## config.mk

```make
export PLATFORM = sky130hd
export DESIGN_NAME = irq_entry_ctrl
export DESIGN_NICKNAME = d
export VERILOG_FILES = /design/src/rtl/irq_entry_pkg.sv /design/src/rtl/irq_pend_latch.sv /design/src/rtl/irq_csr_regs.sv /design/src/rtl/irq_entry_decide.sv /design/src/rtl/irq_entry_ctrl.sv
export SDC_FILE = /design/constraint.sdc
export NUM_CORES = 1
export LEC_CHECK = 0
export CAP_MARGIN = 20
export CORE_MARGIN = 2
export CORE_UTILIZATION = 63
export CTS_CLUSTER_DIAMETER = 200
export DETAILED_ROUTE_END_ITERATION = 7
export DONT_BUFFER_PORTS = 1
export HOLD_SLACK_MARGIN = 0.12
export MAX_ROUTING_LAYER = met4
export PLACE_DENSITY = 0.79
export SYNTH_ARGS = -nofsm -noshare
export SYNTH_HDL_FRONTEND = slang
export SYNTH_SLANG_ARGS = --single-unit
```

## constraint.sdc

```tcl
create_clock -name clk -period 5.2 [get_ports clk]
set_input_delay 0.52 -clock clk [delete_from_list [all_inputs] [get_ports clk]]
set_output_delay 0.52 -clock clk [all_outputs]
set_load 0.02 [all_outputs]
```

## src/rtl/irq_entry_pkg.sv

```systemverilog
package irq_entry_pkg;
  typedef enum logic [1:0] {
    SEL_PEND = 2'd0,
    SEL_MASK = 2'd1,
    SEL_ENAB = 2'd2,
    SEL_BASE = 2'd3
  } csr_sel_e;

  // enable register layout: bit 0 global enable, bit 1 saved enable
  localparam int unsigned ENAB_W     = 2;
  localparam logic [1:0]  ENAB_ENTRY = 2'b10;
endpackage

```

## src/rtl/irq_pend_latch.sv

```systemverilog
module irq_pend_latch #(
  parameter int unsigned N_IRQ = 32
) (
  input  logic             clk,
  input  logic             rst_n,
  input  logic [N_IRQ-1:0] irq_i,
  input  logic             clr_en_i,
  input  logic [N_IRQ-1:0] clr_mask_i,
  output logic [N_IRQ-1:0] pend_o
);
  logic [N_IRQ-1:0] pend_q;
  logic [N_IRQ-1:0] pend_d;
  logic [N_IRQ-1:0] clr_vec;

  always_comb begin
    clr_vec = clr_en_i ? clr_mask_i : '0;
    // set takes priority over a same-cycle clear
    pend_d  = (pend_q & ~clr_vec) | irq_i;
  end

  always_ff @(posedge clk or negedge rst_n) begin
    if (!rst_n) pend_q <= '0;
    else        pend_q <= pend_d;
  end

  assign pend_o = pend_q;

  p_line_sets_r2: assert property (@(posedge clk) disable iff (!rst_n)
    (irq_i != '0) |=> ((pend_q & $past(irq_i)) == $past(irq_i)));

  p_only_sw_clears_r3: assert property (@(posedge clk) disable iff (!rst_n)
    (pend_q != '0) |=> (($past(pend_q) & ~pend_q & ~$past(clr_vec)) == '0));
endmodule

```

## src/rtl/irq_csr_regs.sv

```systemverilog
module irq_csr_regs
  import irq_entry_pkg::*;
#(
  parameter int unsigned N_IRQ     = 32,
  parameter int unsigned XLEN      = 32,
  parameter int unsigned BASE_ZERO = 8
) (
  input  logic              clk,
  input  logic              rst_n,
  input  logic              wr_en_i,
  input  csr_sel_e          sel_i,
  input  logic [XLEN-1:0]   wdata_i,
  input  logic              entry_i,
  output logic [N_IRQ-1:0]  mask_o,
  output logic [ENAB_W-1:0] enab_o,
  output logic [XLEN-1:0]   base_o
);
  localparam int unsigned BASE_HI = XLEN - BASE_ZERO;

  logic [N_IRQ-1:0]   mask_q, mask_d;
  logic [ENAB_W-1:0]  enab_q, enab_d;
  logic [BASE_HI-1:0] base_q, base_d;
  logic               mask_ce, enab_ce, base_ce;

  always_comb begin
    mask_ce = wr_en_i && (sel_i == SEL_MASK);
    base_ce = wr_en_i && (sel_i == SEL_BASE);
    enab_ce = entry_i || (wr_en_i && (sel_i == SEL_ENAB));
    mask_d  = wdata_i[N_IRQ-1:0];
    base_d  = wdata_i[XLEN-1:BASE_ZERO];
    // hardware entry overrides a simultaneous software write
    enab_d  = entry_i ? ENAB_ENTRY : wdata_i[ENAB_W-1:0];
  end

  always_ff @(posedge clk or negedge rst_n) begin
    if (!rst_n)       mask_q <= '0;
    else if (mask_ce) mask_q <= mask_d;
  end

  always_ff @(posedge clk or negedge rst_n) begin
    if (!rst_n)       enab_q <= '0;
    else if (enab_ce) enab_q <= enab_d;
  end

  always_ff @(posedge clk or negedge rst_n) begin
    if (!rst_n)       base_q <= '0;
    else if (base_ce) base_q <= base_d;
  end

  assign mask_o = mask_q;
  assign enab_o = enab_q;
  assign base_o = {base_q, {BASE_ZERO{1'b0}}};

  p_entry_enab_r9: assert property (@(posedge clk) disable iff (!rst_n)
    entry_i |=> (enab_q == ENAB_ENTRY));

  p_mask_hold_r4: assert property (@(posedge clk) disable iff (!rst_n)
    !(wr_en_i && (sel_i == SEL_MASK)) |=> (mask_q == $past(mask_q)));
endmodule

```

## src/rtl/irq_entry_decide.sv

```systemverilog
module irq_entry_decide #(
  parameter int unsigned N_IRQ     = 32,
  parameter int unsigned XLEN      = 32,
  parameter int unsigned EXC_ID    = 6,
  parameter int unsigned VEC_SHIFT = 5,
  parameter int unsigned RA_REG    = 30,
  parameter int unsigned GR_W      = 5
) (
  input  logic             clk,
  input  logic             rst_n,
  input  logic             boundary_i,
  input  logic [XLEN-1:0]  pc_i,
  input  logic [N_IRQ-1:0] pend_i,
  input  logic [N_IRQ-1:0] mask_i,
  input  logic             ie_i,
  input  logic [XLEN-1:0]  base_i,
  output logic             entry_o,
  output logic             take_o,
  output logic [XLEN-1:0]  vec_o,
  output logic [GR_W-1:0]  ra_idx_o,
  output logic [XLEN-1:0]  ra_data_o
);
  localparam logic [XLEN-1:0] VEC_OFS = XLEN'(EXC_ID) << VEC_SHIFT;

  logic            serviceable;
  logic            take_q, take_d;
  logic [XLEN-1:0] vec_q, vec_d;
  logic [XLEN-1:0] ra_q, ra_d;

  always_comb begin
    serviceable = ie_i && ((pend_i & mask_i) != '0);
    take_d      = boundary_i && serviceable;
    vec_d       = base_i + VEC_OFS;
    ra_d        = pc_i;
  end

  always_ff @(posedge clk or negedge rst_n) begin
    if (!rst_n) take_q <= 1'b0;
    else        take_q <= take_d;
  end

  always_ff @(posedge clk or negedge rst_n) begin
    if (!rst_n) begin
      vec_q <= '0;
      ra_q  <= '0;
    end else if (take_d) begin
      vec_q <= vec_d;
      ra_q  <= ra_d;
    end
  end

  assign entry_o   = take_d;
  assign take_o    = take_q;
  assign vec_o     = vec_q;
  assign ra_data_o = ra_q;
  assign ra_idx_o  = GR_W'(RA_REG);

  p_take_needs_boundary_r5: assert property (@(posedge clk) disable iff (!rst_n)
    take_q |-> $past(boundary_i));

  p_take_qualified_r6: assert property (@(posedge clk) disable iff (!rst_n)
    take_q |-> ($past(ie_i) && ($past(pend_i & mask_i) != '0)));

  p_take_pulse_r7: assert property (@(posedge clk) disable iff (!rst_n)
    take_q |=> !take_q);
endmodule

```

## src/rtl/irq_entry_ctrl.sv

```systemverilog
module irq_entry_ctrl
  import irq_entry_pkg::*;
#(
  parameter int unsigned N_IRQ     = 32,
  parameter int unsigned XLEN      = 32,
  parameter int unsigned EXC_ID    = 6,
  parameter int unsigned VEC_SHIFT = 5,
  parameter int unsigned RA_REG    = 30,
  parameter int unsigned GR_W      = 5,
  parameter int unsigned BASE_ZERO = 8
) (
  input  logic             clk,
  input  logic             rst_n,
  input  logic [N_IRQ-1:0] irq_lines,
  input  logic             instr_boundary,
  input  logic [XLEN-1:0]  cur_pc,
  input  logic             csr_we,
  input  logic [1:0]       csr_sel,
  input  logic [XLEN-1:0]  csr_wdata,
  output logic [XLEN-1:0]  csr_rdata,
  output logic             take_irq,
  output logic [XLEN-1:0]  new_pc,
  output logic [GR_W-1:0]  gr_idx,
  output logic [XLEN-1:0]  gr_data
);
  logic [1:0]        rst_sync;
  logic              rst_int_n;
  csr_sel_e          sel;
  logic [N_IRQ-1:0]  pend, mask;
  logic [ENAB_W-1:0] enab;
  logic [XLEN-1:0]   base;
  logic              entry;
  logic              pend_clr;

  // asynchronous assert, synchronous release
  always_ff @(posedge clk or negedge rst_n) begin
    if (!rst_n) rst_sync <= 2'b00;
    else        rst_sync <= {rst_sync[0], 1'b1};
  end
  assign rst_int_n = rst_sync[1];

  assign sel      = csr_sel_e'(csr_sel);
  assign pend_clr = csr_we && (sel == SEL_PEND);

  irq_pend_latch #(.N_IRQ(N_IRQ)) u_pend (
    .clk       (clk),
    .rst_n     (rst_int_n),
    .irq_i     (irq_lines),
    .clr_en_i  (pend_clr),
    .clr_mask_i(csr_wdata[N_IRQ-1:0]),
    .pend_o    (pend)
  );

  irq_csr_regs #(.N_IRQ(N_IRQ), .XLEN(XLEN), .BASE_ZERO(BASE_ZERO)) u_csr (
    .clk    (clk),
    .rst_n  (rst_int_n),
    .wr_en_i(csr_we),
    .sel_i  (sel),
    .wdata_i(csr_wdata),
    .entry_i(entry),
    .mask_o (mask),
    .enab_o (enab),
    .base_o (base)
  );

  irq_entry_decide #(
    .N_IRQ(N_IRQ), .XLEN(XLEN), .EXC_ID(EXC_ID),
    .VEC_SHIFT(VEC_SHIFT), .RA_REG(RA_REG), .GR_W(GR_W)
  ) u_decide (
    .clk       (clk),
    .rst_n     (rst_int_n),
    .boundary_i(instr_boundary),
    .pc_i      (cur_pc),
    .pend_i    (pend),
    .mask_i    (mask),
    .ie_i      (enab[0]),
    .base_i    (base),
    .entry_o   (entry),
    .take_o    (take_irq),
    .vec_o     (new_pc),
    .ra_idx_o  (gr_idx),
    .ra_data_o (gr_data)
  );

  always_comb begin
    unique case (sel)
      SEL_PEND: csr_rdata = XLEN'(pend);
      SEL_MASK: csr_rdata = XLEN'(mask);
      SEL_ENAB: csr_rdata = XLEN'(enab);
      default:  csr_rdata = base;
    endcase
  end
endmodule

```

# [After elaboration in Yosys (flattened, before gate mapping)]
# Index checks and enable logic that the tools add are counted.
[word_totals] regBits=157 inputBits=102 out_inout_bits=102 wordCells=28
[classes] addsub=1 eq_ne=3 n_mux=3 n_bitwise=4 reduce_logical=9
[ops] cell="case mux 32 bit (3 select lines)" count=1
[ops] cell="AND 32 bit" count=2
[ops] cell="adder 32 x 8 -> 32 bit (second input constant)" count=1
[ops] cell="two-way mux 32 bit" count=1
[ops] cell="inverter 32 bit" count=1
[ops] cell="OR 32 bit" count=1
[ops] cell="nonzero test 32 bit" count=1
[ops] cell="logical AND 1 bit" count=6
[ops] cell="== test 2 bit (second input constant)" count=2
[ops] cell="== test 2 x 1 -> 1 bit (second input constant)" count=1
[ops] cell="zero test 2 bit" count=1
[ops] cell="two-way mux 2 bit" count=1
[ops] cell="logical OR 1 bit" count=1

# [Depth between registers and ports, before layout]
[depth] ltp_word=6 mapped_depth=7 depth_no_buf=5

# [Cells and area by module]
# A second synthesis with hierarchy kept.
[unflattened] hier_cells=546 area_unflattened_um2=7711.1
[by_module_without_submodules] module="irq_entry_decide" instances=1 cells_per_inst=232 area_each_um2=3266.9 seq_area_each_um2=1626.6
[by_module_without_submodules] module="irq_csr_regs" instances=1 cells_per_inst=137 area_each_um2=2476.1 seq_area_each_um2=1451.4
[by_module_without_submodules] module="irq_pend_latch" instances=1 cells_per_inst=99 area_each_um2=1194.9 seq_area_each_um2=800.8
[by_module_without_submodules] module="irq_entry_ctrl" instances=1 cells_per_inst=78 area_each_um2=773.2 seq_area_each_um2=50.0

# [Worst setup path before layout]
# Ideal clock, no wire load.
[synth_path] path_kind="input to output" start="input csr_sel[1]" end="output csr_rdata[11]" arrival_ps=1772 required_time_ps=4680 setup_slack_ps=2908 stages=4 n_path_buf=2 cell_sequence="clkbuf_1 -> buf_1 -> mux2_2 -> a22o_1"
[synth_between] elab_chain_cells=2 word_cells_on_any_way=4 classes_between="2 x eq/ne; 1 x mux; 1 x reduce/logical"
[synth_lines] element="start: declaration" line="irq_entry_ctrl.sv:18" source="input logic [1:0] csr_sel,"
[synth_lines] element="== test 2 bit, or another cell as far along" line="irq_entry_ctrl.sv:86" source="unique case (sel)"
[synth_lines] element="case mux 32 bit (3 select lines) (*)" line="irq_entry_ctrl.sv:86"
[synth_lines] element="end: declaration" line="irq_entry_ctrl.sv:20" source="output logic [XLEN-1:0] csr_rdata,"
# Mark *: on every way between the ends. The rest lies on a longest branch, timed or not.

# [Worst setup path after layout]
[layout_path] start="register u_pend.pend_q[7] (netlist: u_pend.pend_o[7])" end="register u_decide.vec_q[15] (netlist: u_decide.vec_o[15])"
[layout_between] elab_chain_cells=4
[layout_lines] element="start: declaration" line="irq_pend_latch.sv:11" source="logic [N_IRQ-1:0] pend_q;"
[layout_lines] element="start signal: assignment" line="irq_pend_latch.sv:23" source="else pend_q <= pend_d;"
[layout_lines] element="AND 32 bit" line="irq_entry_decide.sv:31" source="serviceable = ie_i && ((pend_i & mask_i) != '0);"
[layout_lines] element="nonzero test 32 bit" line="irq_entry_decide.sv:31"
[layout_lines] element="logical AND 1 bit" line="irq_entry_decide.sv:31"
[layout_lines] element="logical AND 1 bit" line="irq_entry_decide.sv:32" source="take_d = boundary_i && serviceable;"
[layout_lines] element="end signal: assignment" line="irq_entry_decide.sv:47" source="vec_q <= vec_d;"
[layout_lines] element="end: declaration" line="irq_entry_decide.sv:27" source="logic [XLEN-1:0] vec_q, vec_d;"
# Every way passes these cells.
# A chain may end at the register's enable or synchronous reset.

==> impl_results.md <==
- Maximum vdd drop: 0.000358 V
- CTS H-tree depth: 4
- Routed WL per cell: 22.8 um
- Tcrit/Tclk final: a little under half
- CTS tree: done
- Syn Area/Cell: 13.8 um^2
- Sequential share of the synthesized area: 58.4%
- Cell Pwr Density: ~500 nW/um^2
- Share of layout cells above drive strength 1: 34.7%
- Slew Viols, Final: 0
- Fin. Hold Viols: 0
- DRC violations left: 0
- Root Buffer: clkbuf_8
- Clock Pin Slew Worst Setup and Hold Paths: 60 ps
- Clk buf depth: 2
- Row count: 36
- Leakage power total: about 3 nW
- Synth cell types: 22
- Slew Limit Headroom: 37.1%
- Number of setup buffers added after CTS: 0
- # port buffers: 0
- I/O pins: roughly 200
- Global-route wire length before repair: 23,400 um
- Run status: completed
- Die H: 105 um
- GPL Wtd Cong: 0.857
- Most frequent cells in the layout: dfrtp_1, mux2_2, nand2_1, dlygate4sd3_1, a21o_1
- Skew final: 8.11 ps
- Overall Global Routing Usage: 28.6%
- Filler cells: 619
- Max Freq: 0.426 GHz
- CTS resizes: 0
- Die Area: 11,000 um^2
- Largest net degree at the start of global routing: 72
- Minimum hold slack: ~140 ps
- Post-synth ARST share: 100%
- Setup crit start: u_pend.pend_o[7]$_DFF_PN0_
- Router iterations before antenna repair: 5
- Post-synth EDFFs: 0
- Initial antenna violation count: 0
- DR iter-0 viols: 228
- # setup viols final: 0
- Synthesis-stage register bit count: 150
- Sink Count: 150
- Data required, critical path: 5600 ps
- CP max FO: 44
- Setup TNS: 0 ps
- Synthesized instance count: 464
- Vias: 3,994
- HP Class: flop to async pin
- Cell area after synthesis: 6420 um^2
- Fin crit period: 2350 ps
- Final ANT Viol Nets: 0
- RSZ-0062 raised after global routing: false
- Reg2Reg Depth: 6
- Final net count: 602
- Commonest non-fill, non-tap cell in the layout: dfrtp_1
- Die Wd: 105 um
- Dominant synthesized flop cell: dfrtp_1
- Worst skew pair latency: approximately 520 ps
- CP arrival: 2740 ps
- Critical R2R Launch: u_pend.pend_o[7]$_DFF_PN0_
- Tot Pwr: about 3.7 mW
- Core Region: ~10000 um^2
- CP endpoint kind: flop
- Startpoint types: flop
- Vias in the first global route: about 4,300
- Area delta synth->final: 15.0%
- Drt total wl: 14,800 um
- Starting Density: 65.4%
- Hpwl dp: 9620 um
- Drt via density: 6.18
- Ant. Diodes: 0
- Global route overflow: 0
- Ys Warns: 0
- Worst Path Class, Setup: flop to flop
- Least-Margin Pin Slew: ~940 ps
- CTS Buf Count: 17
- MaxCap Viol Count: 0
-- final timing paths --
kind | to | slack, ps
worst max-delay path | u_decide.vec_o[15]$_DFFE_PN0P_ | 2850
worst min-delay path | u_csr.mask_o[28]$_DFFE_PN0P_ | 140
worst max register to register | u_decide.vec_o[15]$_DFFE_PN0P_ | 2850
worst min register to register | u_csr.mask_o[28]$_DFFE_PN0P_ | 140
max in group asynchronous | u_csr.base_q[1]$_DFFE_PN0P_ | 3960
min in group clk | u_decide.ra_data_o[12]$_DFFE_PN0P_ | 150
-- flip-flops by register name, summed over array words and instances (netlist names) --
register and cells:
u_decide.vec_o 25, u_csr.enab_o 2, u_csr.base_q 24, u_csr.mask_o 32, u_decide.ra_data_o 32, rst_sync 2, u_decide.take_o 1, u_pend.pend_o 32
-- cells in the mapped netlist, types with 2 or more instances --
cell type	instances	area (um^2)
dfrtp_1	150	3750
mux2_2	136	1530
nand2_1	35	131
a21o_1	32	240
a22o_1	24	210
a22oi_1	16	120
clkbuf_1	13	48.8
buf_4	12	90.1
mux2i_1	10	100
nor2_1	9	33.8
buf_2	6	30.0
nand4_1	4	25.0
buf_1	3	11.3
o21ai_0	3	15.0
buf_6	2	22.5
conb_1	2	7.51
nand3b_1	2	15.0
-- through the flow --
step	utilization, %	std cells	instance area (um^2)	setup WS [ps]
2_1_floorplan	-	474	6460	711
3_3_place_gp	66.2	579	6500	2870
3_5_place_dp	66.2	579	6500	2840
4_1_cts	75.1	644	7370	2830
5_1_grt	75.3	646	7390	2690
6_report	75.3	646	7390	2850
-- power breakdown --
group | internal (mW) | switching, mW | leakage [nW]
Clock | 0.656 | 0.452 | 0.262
Sequential | 1.49 | 0.513 | 1.69
Combinational | 0.345 | 0.250 | 1.13
Total | 2.49 | 1.21 | 3.08
-- metal layers --
metal | GRT usage [%] | part of all wire (%) | vias up
met4 | 10.3 | 2.0 | 0
met1 | 35.3 | 40 | 2063
met5 | - | 0 | -
li1 | - | - | 1732
met3 | 9.73 | 8.0 | 18
met2 | 44.1 | 50 | 181
-- layout make-up --
cell class	instances	area [um^2]	area share (%)
Tap cell	133	166	2.25
Sequential cell	150	3760	50.8
Multi-Input combinational cell	288	2520	34.1
Clock inverter	9	78.8	1.07
Timing Repair Buffer	43	410	5.55
Clock buffer	23	457	6.18
-- cells by family (layout without fill, tap and decap cells) --
kind of cell,Yosys count,after routing,share of synthesized area [%]
other,2,12,0.117
AO/OA/AOI/OAI,75,75,9.12
multiplexers,146,146,25.4
buffers and inverters,36,75,3.16
flip-flops,150,150,58.4
AND/OR/NAND/NOR,55,55,3.78
-- critical path: stages, from the launching register on --
cell	delay [ps]
dfrtp_1	390
a22oi_1	310
nand4_1	170
nor4_2	430
nor2_4	190
buf_4	340
mux2_2	350
-- repair_timing --
action,in CTS,in global routing
endpoints found under the hold margin,34,2
setup endpoints to repair,0,0
hold buffers,33,2
Note: power is estimated with default switching activity, not from simulation.
